### config.mk
export PLATFORM = sky130hd
export DESIGN_NAME = tgen_top
export DESIGN_NICKNAME = d
export VERILOG_FILES = /design/src/rtl/tgen_pkg.sv /design/src/rtl/tgen_regs.sv /design/src/rtl/tgen_cnt.sv /design/src/rtl/tgen_pix.sv /design/src/rtl/tgen_top.sv
export SDC_FILE = /design/constraint.sdc
export NUM_CORES = 2
export LEC_CHECK = 0
export BUFFER_PORTS_ARGS = -buffer_cell sky130_fd_sc_hd__buf_2
export CELL_PAD_IN_SITES_DETAIL_PLACEMENT = 1
export CELL_PAD_IN_SITES_GLOBAL_PLACEMENT = 2
export CORE_ASPECT_RATIO = 2
export CORE_MARGIN = 2
export CORE_UTILIZATION = 26
export CTS_BUF_LIST = sky130_fd_sc_hd__clkbuf_16
export CTS_CLUSTER_SIZE = 8
export DETAILED_ROUTE_END_ITERATION = 8
export MAX_ROUTING_LAYER = met4
export PLACE_DENSITY_LB_ADDON = 0.1
export SYNTH_ARGS = -nofsm -noshare
export SYNTH_HDL_FRONTEND = slang
export SYNTH_SLANG_ARGS = --single-unit
### constraint.sdc
create_clock -name clk -period 9.6 [get_ports clk]
set_clock_uncertainty 0.2 [all_clocks]
set_input_delay 0.48 -clock clk [delete_from_list [all_inputs] [get_ports clk]]
set_output_delay 0.48 -clock clk [all_outputs]
set_load 0.005 [all_outputs]
### src/rtl/tgen_pkg.sv
package tgen_pkg;
    localparam int TG_HW   = 16;
    localparam int TG_FW   = 24;
    localparam int TG_CW   = 24;
    localparam int TG_DW   = 32;
    localparam int TG_NREG = 17;

    localparam int IX_RUN  = 0;
    localparam int IX_CFG  = 1;
    localparam int IX_HT   = 2;
    localparam int IX_FL   = 3;
    localparam int IX_VSW  = 4;
    localparam int IX_SKEW = 5;
    localparam int IX_DH   = 6;
    localparam int IX_DVS  = 7;
    localparam int IX_DVE  = 8;
    localparam int IX_AH   = 9;
    localparam int IX_AVS  = 10;
    localparam int IX_AVE  = 11;
    localparam int IX_BC   = 12;
    localparam int IX_UC   = 13;
    localparam int IX_POL  = 14;
    localparam int IX_CE   = 15;
    localparam int IX_FS   = 16;

    localparam int CFG_ACTH_BIT  = 29;
    localparam int CFG_ACTV_BIT  = 30;
    localparam int CFG_FETCH_BIT = 31;

    typedef struct packed {
        logic [TG_HW-1:0] htotal;
        logic [TG_HW-1:0] hsw;
        logic [TG_HW-1:0] dh_start;
        logic [TG_HW-1:0] dh_end;
        logic [TG_HW-1:0] ah_start;
        logic [TG_HW-1:0] ah_end;
        logic [TG_FW-1:0] flen;
        logic [TG_FW-1:0] vsw;
        logic [TG_FW-1:0] skew;
        logic [TG_FW-1:0] dv_start;
        logic [TG_FW-1:0] dv_end;
        logic [TG_FW-1:0] av_start;
        logic [TG_FW-1:0] av_end;
        logic [TG_FW-1:0] fstart;
        logic [TG_CW-1:0] border;
        logic [TG_CW-1:0] under;
        logic [2:0]       pol;
        logic [1:0]       cnten;
        logic             act_h_en;
        logic             act_v_en;
        logic             fetch_en;
    } tgen_cfg_t;
endpackage

### src/rtl/tgen_regs.sv
module tgen_regs
    import tgen_pkg::*;
#(
    parameter int AW    = 8,
    parameter int CNT_W = 16
) (
    input  logic             clk,
    input  logic             rst,
    input  logic             wr_en,
    input  logic [AW-1:0]    wr_addr,
    input  logic [TG_DW-1:0] wr_data,
    input  logic [AW-1:0]    rd_addr,
    output logic [TG_DW-1:0] rd_data,
    input  logic [CNT_W-1:0] frames,
    input  logic [CNT_W-1:0] lines,
    input  logic             fwrap,
    output logic             run,
    output logic             clr_sticky,
    output tgen_cfg_t        cfg
);
    localparam int IW = AW - 2;

    typedef struct packed {
        logic [TG_NREG-1:0][TG_DW-1:0] stg;
        tgen_cfg_t                     act;
    } regs_t;

    regs_t     s_d, s_q;
    tgen_cfg_t stg_cfg;
    logic      hit;
    logic      load;
    logic [IW-1:0] widx, ridx;

    assign run = s_q.stg[IX_RUN][0];
    assign cfg = s_q.act;

    always_comb begin
        stg_cfg.htotal   = s_q.stg[IX_HT][31:16];
        stg_cfg.hsw      = s_q.stg[IX_HT][15:0];
        stg_cfg.dh_end   = s_q.stg[IX_DH][31:16];
        stg_cfg.dh_start = s_q.stg[IX_DH][15:0];
        stg_cfg.ah_end   = s_q.stg[IX_AH][31:16];
        stg_cfg.ah_start = s_q.stg[IX_AH][15:0];
        stg_cfg.flen     = s_q.stg[IX_FL][TG_FW-1:0];
        stg_cfg.vsw      = s_q.stg[IX_VSW][TG_FW-1:0];
        stg_cfg.skew     = s_q.stg[IX_SKEW][TG_FW-1:0];
        stg_cfg.dv_start = s_q.stg[IX_DVS][TG_FW-1:0];
        stg_cfg.dv_end   = s_q.stg[IX_DVE][TG_FW-1:0];
        stg_cfg.av_start = s_q.stg[IX_AVS][TG_FW-1:0];
        stg_cfg.av_end   = s_q.stg[IX_AVE][TG_FW-1:0];
        stg_cfg.fstart   = s_q.stg[IX_FS][TG_FW-1:0];
        stg_cfg.border   = s_q.stg[IX_BC][TG_CW-1:0];
        stg_cfg.under    = s_q.stg[IX_UC][TG_CW-1:0];
        stg_cfg.pol      = s_q.stg[IX_POL][2:0];
        stg_cfg.cnten    = s_q.stg[IX_CE][1:0];
        stg_cfg.act_h_en = s_q.stg[IX_CFG][CFG_ACTH_BIT];
        stg_cfg.act_v_en = s_q.stg[IX_CFG][CFG_ACTV_BIT];
        stg_cfg.fetch_en = s_q.stg[IX_CFG][CFG_FETCH_BIT];
    end

    always_comb begin
        s_d  = s_q;
        widx = wr_addr[AW-1:2];
        hit  = wr_en && (wr_addr[1:0] == 2'b00) && (int'(widx) < TG_NREG);
        load = !run || fwrap;
        if (load) s_d.act = stg_cfg;
        if (hit) s_d.stg[widx] = wr_data;
        clr_sticky = hit && (int'(widx) == IX_RUN);
    end

    always_comb begin
        ridx    = rd_addr[AW-1:2];
        rd_data = '0;
        if (rd_addr[1:0] == 2'b00) begin
            if (int'(ridx) < TG_NREG)
                rd_data = s_q.stg[ridx];
            else if (int'(ridx) == TG_NREG)
                rd_data = run ? TG_DW'(frames) : '0;
            else if (int'(ridx) == TG_NREG + 1)
                rd_data = run ? TG_DW'(lines) : '0;
        end
    end

    always_ff @(posedge clk) begin
        if (rst) s_q <= '0;
        else     s_q <= s_d;
    end

    AST_SHADOW_HOLD: assert property (@(posedge clk) disable iff (rst)
        (run && !load) |=> $stable(s_q.act));

endmodule

### src/rtl/tgen_cnt.sv
module tgen_cnt
    import tgen_pkg::*;
#(
    parameter int CNT_W = 16
) (
    input  logic             clk,
    input  logic             rst,
    input  logic             run,
    input  tgen_cfg_t        cfg,
    output logic [TG_HW-1:0] hcnt,
    output logic [TG_FW-1:0] fpos,
    output logic             fwrap,
    output logic [CNT_W-1:0] frames,
    output logic [CNT_W-1:0] lines
);
    typedef struct packed {
        logic [TG_HW-1:0] h;
        logic [TG_FW-1:0] f;
        logic [CNT_W-1:0] frames;
        logic [CNT_W-1:0] lines;
    } cnt_t;

    cnt_t c_d, c_q;
    logic hwrap;

    assign hcnt   = c_q.h;
    assign fpos   = c_q.f;
    assign frames = c_q.frames;
    assign lines  = c_q.lines;

    always_comb begin
        hwrap = run && (c_q.h == cfg.htotal - 1'b1);
        fwrap = run && (c_q.f == cfg.flen - 1'b1);
        c_d   = c_q;
        if (!run) begin
            c_d = '0;
        end else begin
            c_d.h = hwrap ? '0 : c_q.h + 1'b1;
            c_d.f = fwrap ? '0 : c_q.f + 1'b1;
            if (fwrap) begin
                c_d.lines = '0;
                if (cfg.cnten[0]) c_d.frames = c_q.frames + 1'b1;
            end else if (hwrap && cfg.cnten[1]) begin
                c_d.lines = c_q.lines + 1'b1;
            end
        end
    end

    always_ff @(posedge clk) begin
        if (rst) c_q <= '0;
        else     c_q <= c_d;
    end

    AST_IDLE_ZERO: assert property (@(posedge clk) disable iff (rst)
        (!run && $past(!run)) |-> (c_q.h == '0 && c_q.f == '0));

    AST_FRAME_STEP: assert property (@(posedge clk) disable iff (rst)
        (run && $past(run)) |->
        (c_q.frames == $past(c_q.frames) || c_q.frames == $past(c_q.frames) + 1'b1));

    AST_LINES_CLEAR: assert property (@(posedge clk) disable iff (rst)
        fwrap |=> (c_q.lines == '0));

endmodule

### src/rtl/tgen_pix.sv
module tgen_pix
    import tgen_pkg::*;
(
    input  logic             clk,
    input  logic             rst,
    input  logic             run,
    input  tgen_cfg_t        cfg,
    input  logic [TG_HW-1:0] hcnt,
    input  logic [TG_FW-1:0] fpos,
    input  logic             in_valid,
    input  logic [TG_CW-1:0] in_data,
    input  logic             clr_sticky,
    output logic             in_ready,
    output logic             hsync,
    output logic             vsync,
    output logic             de,
    output logic [TG_CW-1:0] pix,
    output logic             fetch,
    output logic             uflow
);
    typedef struct packed {
        logic [2:0]       sync;
        logic [TG_CW-1:0] pix;
        logic             fetch;
        logic             uflow;
    } out_t;

    out_t o_d, o_q;
    logic [TG_FW:0] vs_end;
    logic [2:0] raw;
    logic disp_h, disp_v, act_h, act_v, in_disp, de_raw;

    always_comb begin
        vs_end  = {1'b0, cfg.skew} + {1'b0, cfg.vsw};
        disp_h  = (hcnt >= cfg.dh_start) && (hcnt <= cfg.dh_end);
        disp_v  = (fpos >= cfg.dv_start) && (fpos <= cfg.dv_end);
        act_h   = !cfg.act_h_en || ((hcnt >= cfg.ah_start) && (hcnt <= cfg.ah_end));
        act_v   = !cfg.act_v_en || ((fpos >= cfg.av_start) && (fpos <= cfg.av_end));
        in_disp = disp_h && disp_v;
        de_raw  = run && in_disp && act_h && act_v;
        raw[0]  = hcnt < cfg.hsw;
        raw[1]  = ({1'b0, fpos} >= {1'b0, cfg.skew}) && ({1'b0, fpos} < vs_end);
        raw[2]  = de_raw;
        in_ready = de_raw;

        o_d = o_q;
        if (clr_sticky) o_d.uflow = 1'b0;
        if (run) begin
            o_d.sync  = raw ^ cfg.pol;
            o_d.fetch = cfg.fetch_en && (fpos == cfg.fstart);
            if (de_raw) begin
                if (in_valid) begin
                    o_d.pix = in_data;
                end else begin
                    o_d.pix   = cfg.under;
                    o_d.uflow = 1'b1;
                end
            end else if (in_disp) begin
                o_d.pix = cfg.border;
            end else begin
                o_d.pix = '0;
            end
        end else begin
            o_d.sync  = cfg.pol;
            o_d.fetch = 1'b0;
            o_d.pix   = '0;
        end
    end

    always_ff @(posedge clk) begin
        if (rst) o_q <= '0;
        else     o_q <= o_d;
    end

    assign hsync = o_q.sync[0];
    assign vsync = o_q.sync[1];
    assign de    = o_q.sync[2];
    assign pix   = o_q.pix;
    assign fetch = o_q.fetch;
    assign uflow = o_q.uflow;

    AST_STICKY_HOLD: assert property (@(posedge clk) disable iff (rst)
        (uflow && !clr_sticky) |=> uflow);

    AST_DE_TRACKS_READY: assert property (@(posedge clk) disable iff (rst)
        $past(run) |-> ((de ^ $past(cfg.pol[2])) == $past(in_ready)));

    AST_IDLE_NO_FETCH: assert property (@(posedge clk) disable iff (rst)
        !$past(run) |-> !fetch);

    AST_UNDER_COLOUR: assert property (@(posedge clk) disable iff (rst)
        (in_ready && !in_valid) |=> (uflow && pix == $past(cfg.under)));

endmodule

### src/rtl/tgen_top.sv
module tgen_top
    import tgen_pkg::*;
#(
    parameter int AW    = 8,
    parameter int CNT_W = 16
) (
    input  logic             clk,
    input  logic             rst,
    input  logic             wr_en,
    input  logic [AW-1:0]    wr_addr,
    input  logic [TG_DW-1:0] wr_data,
    input  logic [AW-1:0]    rd_addr,
    output logic [TG_DW-1:0] rd_data,
    input  logic             in_valid,
    input  logic [TG_CW-1:0] in_data,
    output logic             in_ready,
    output logic             hsync,
    output logic             vsync,
    output logic             de,
    output logic [TG_CW-1:0] pix,
    output logic             fetch,
    output logic             uflow
);
    tgen_cfg_t        cfg;
    logic             run, clr_sticky, fwrap;
    logic [TG_HW-1:0] hcnt;
    logic [TG_FW-1:0] fpos;
    logic [CNT_W-1:0] frames, lines;

    tgen_regs #(.AW(AW), .CNT_W(CNT_W)) u_regs (
        .clk(clk), .rst(rst), .wr_en(wr_en), .wr_addr(wr_addr), .wr_data(wr_data),
        .rd_addr(rd_addr), .rd_data(rd_data), .frames(frames), .lines(lines),
        .fwrap(fwrap), .run(run), .clr_sticky(clr_sticky), .cfg(cfg)
    );

    tgen_cnt #(.CNT_W(CNT_W)) u_cnt (
        .clk(clk), .rst(rst), .run(run), .cfg(cfg), .hcnt(hcnt), .fpos(fpos),
        .fwrap(fwrap), .frames(frames), .lines(lines)
    );

    tgen_pix u_pix (
        .clk(clk), .rst(rst), .run(run), .cfg(cfg), .hcnt(hcnt), .fpos(fpos),
        .in_valid(in_valid), .in_data(in_data), .clr_sticky(clr_sticky),
        .in_ready(in_ready), .hsync(hsync), .vsync(vsync), .de(de), .pix(pix),
        .fetch(fetch), .uflow(uflow)
    );

endmodule

==> metrics <==
data arrival time of the worst path 5.57 ns; Post-DRT Antenna Nets 0; I/O pins 138; GRT Util Overall 26.6%; Synth Flop Type dfxtp_1; drc violations 0; Area Growth Syn to Fin 15.3%; Crit path largest cell delay 1.11 ns; Initial Util 26.1%; routed len/inst 29.5 um; VDD IR-drop max 0.115 mV; Min Hold Slack 0.0436 ns; Rows 222; Setup Fix Bufs, Post-CTS 0; maxcap violations 0; most common cell in the synthesized netlist nand2_1; Rel. slew slack 8.96%; WS Path Type flip-flop to output port; clock root buffer clkbuf_16; worst slew pin tran 1.35 ns; R2R Path End u_pix.vsync; sequential share of power 44.8%; initial antenna violation count 8; CTS buffer count 149; synthesized area 47700 um2; switching power 2.23 mW; largest net degree at the start of global routing 188; Remaining Overflow, GRT 0; Area contributors post-synth dfxtp_1, nand2_1, a21oi_1; vias in the first global route 44700; Die Ht 610 um; final setup TNS 0 ns; CP Depth 11; first-pass GRT wire length 344 mm; Setup Viol. Count Final 0; distinct cell type count after synthesis 76; H-tree depth 4; Die Width 307 um; status finished clean; CTS tree yes; Clock Latency Late Sink 0.79 ns; Hold Fails Final Rpt 0; syn nets 6287; crit path capture type output port; final clock period utilization by the worst path 65.1%; cell mode on critical path buf_4; Pre-antenna DRT Iters 5; Leakage Power 18.6 nW; end point of the critical path in_ready; R2R setup slack 4.36 ns; switching share of power 24.2%; RSZ-0062 raised after global routing no; starting DRC count in detailed routing 2404; cts repair resizes 0; data required time at the worst endpoint 8.92 ns; HPWL Detailed 171 mm; crit path cell chain buf_4, ha_1, nand4_1, or4_1, o21ai_0, o221ai_1, nor4_2, buf_4, buf_4, and2_1, buf_2; Post-synth top cells nand2_1, a21oi_1, dfxtp_1, clkbuf_1, ha_1; drt total wl 245 mm; Final min period 6.25 ns; Mean Syn Cell Area 8.01 um2; share of post-route cells with drive strength above 1 10.4%; Final GP Congestion 0.908; PnR Total Power 9.18 mW; largest area contributor in the synthesized netlist dfxtp_1; core outline area 182000 um2; Seq/Total Area, Yosys 41.5%; YS warnings 0; clk buf depth 4; Yosys top cell area share 41.5%; port buffer count 137; Async S/R FF share, synth 0%; final number of max-transition violations 0; Synth Instances 5958; number of synthesized flops with an enable pin 0; crit path from u_cnt.hcnt[13]; worst reg-to-reg path cell count 19; WP buf/inv 4; via count 43200; fmax 160 MHz; crit path launch type flip-flop; Gate power share 3.4%; Die ar. 187000 um2; Vias/cell 5.19; critical path's slowest cell nor4_2; CP max FO 44; Synth Register Bits 989; P_int 6.96 mW; reg2reg start u_regs.cfg[176]; Clk pwr share 51.8%; hold crit path type primary input to flip-flop; pwr dens 167 nW/um2; Clock Pin Slew Worst Setup and Hold Paths 0.05 ns; critical path's top delay family simple AND/OR/NAND/NOR gates; clock sinks 989; nets 6278
==> placed cells by master, fill, tap and decap left out, types with 75 or more instances in the layout <==
cell type / instances
a21oi_1: 991
buf_2: 134
buf_4: 105
clkbuf_16: 152
dfxtp_1: 989
ha_1: 252
inv_1: 229
mux4_2: 156
nand2_1: 1894
nor2_1: 164
o21ai_0: 75
xnor2_1: 84
==> worst min-delay path by stage <==
stage | start | end | slack (ns) | depth (start not counted)
after floorplan | u_regs.cfg[10] | u_regs.cfg[10] | 0.23 | 2
after global placement | u_regs.s_q[843] | u_regs.s_q[843] | 0.24 | 2
after detailed placement | u_regs.cfg[165] | u_regs.cfg[165] | 0.24 | 2
after CTS | wr_data[0] | u_regs.s_q[856] | 0.007 | 3
after global routing | wr_data[0] | u_regs.s_q[472] | 0.05 | 3
final | wr_data[22] | u_regs.s_q[846] | 0.04 | 3
==> metal layers <==
| layer | routed length (um) | up-vias | global-route usage, % |
|---|---|---|---|
| met3 | 6720 | 398 | 2.40 |
| met5 | 0 | - | - |
| met2 | 133000 | 856 | 50.0 |
| met1 | 91100 | 21900 | 27.4 |
| li1 | - | 20000 | - |
| met4 | 13900 | 0 | 12.9 |
==> flip-flops by register name, indices dropped and copies added, names as in the netlist, 16 cells and up <==
register,count
u_regs.s_q,543
u_cnt.lines,16
u_cnt.fpos,24
u_cnt.hcnt,16
u_regs.cfg,344
u_pix.pix,24
u_cnt.frames,16
==> worst min-delay path: stages <==
cell and delay [ns]:
buf_2 0.30, nand2_1 0.13, a21oi_1 0.06
==> layout make-up <==
type,count,area (um2)
fillers,21300,127000
multi-input cells,4296,25600
flip-flops and latches,989,19800
clock buffers,152,3800
well taps,2352,2940
repair buffers,283,1980
inverters,230,863
clock inverters,4,38.8
diodes,9,22.5
==> power groups by stage <==
stage	registers [mW]	logic, mW	clock network [mW]
4_1_cts	4.11	0.320	4.89
6_report	4.11	0.314	4.75
5_1_grt	4.11	0.329	5.01
2_1_floorplan	4.20	0.165	0
3_5_place_dp	4.20	0.309	0
3_3_place_gp	4.20	0.309	0
==> stage by stage <==
stage	area (um2)	setup slack (ns)	std cells	util, %
6_report	55000	3.35	8315	30.1
5_1_grt	55000	2.99	8313	30.1
4_1_cts	55000	3.18	8306	30.1
3_5_place_dp	50800	4.05	8116	27.8
3_3_place_gp	50800	4.05	8116	27.8
2_1_floorplan	47700	5.46	5958	-
==> kinds of logic (layout without fill, tap and decap cells) <==
group / Yosys count / in the layout / synth area share (%)
compound gates: 1277 / 1277 / 14.7
xor+xnor: 149 / 149 / 2.74
fa+ha+maj: 253 / 253 / 6.65
buf+inv: 673 / 669 / 5.35
flops: 989 / 989 / 41.5
mux: 207 / 207 / 8.45
other cells: 0 / 9 / 0
simple gates: 2410 / 2410 / 20.6
==> repair_timing <==
item / 4_1_cts / 5_1_grt
hold endpoints to repair: 189 / 0
setup endpoints to repair: 0 / 0
hold buffers: 34 / 0
Note: power is estimated with default switching activity, not from simulation.
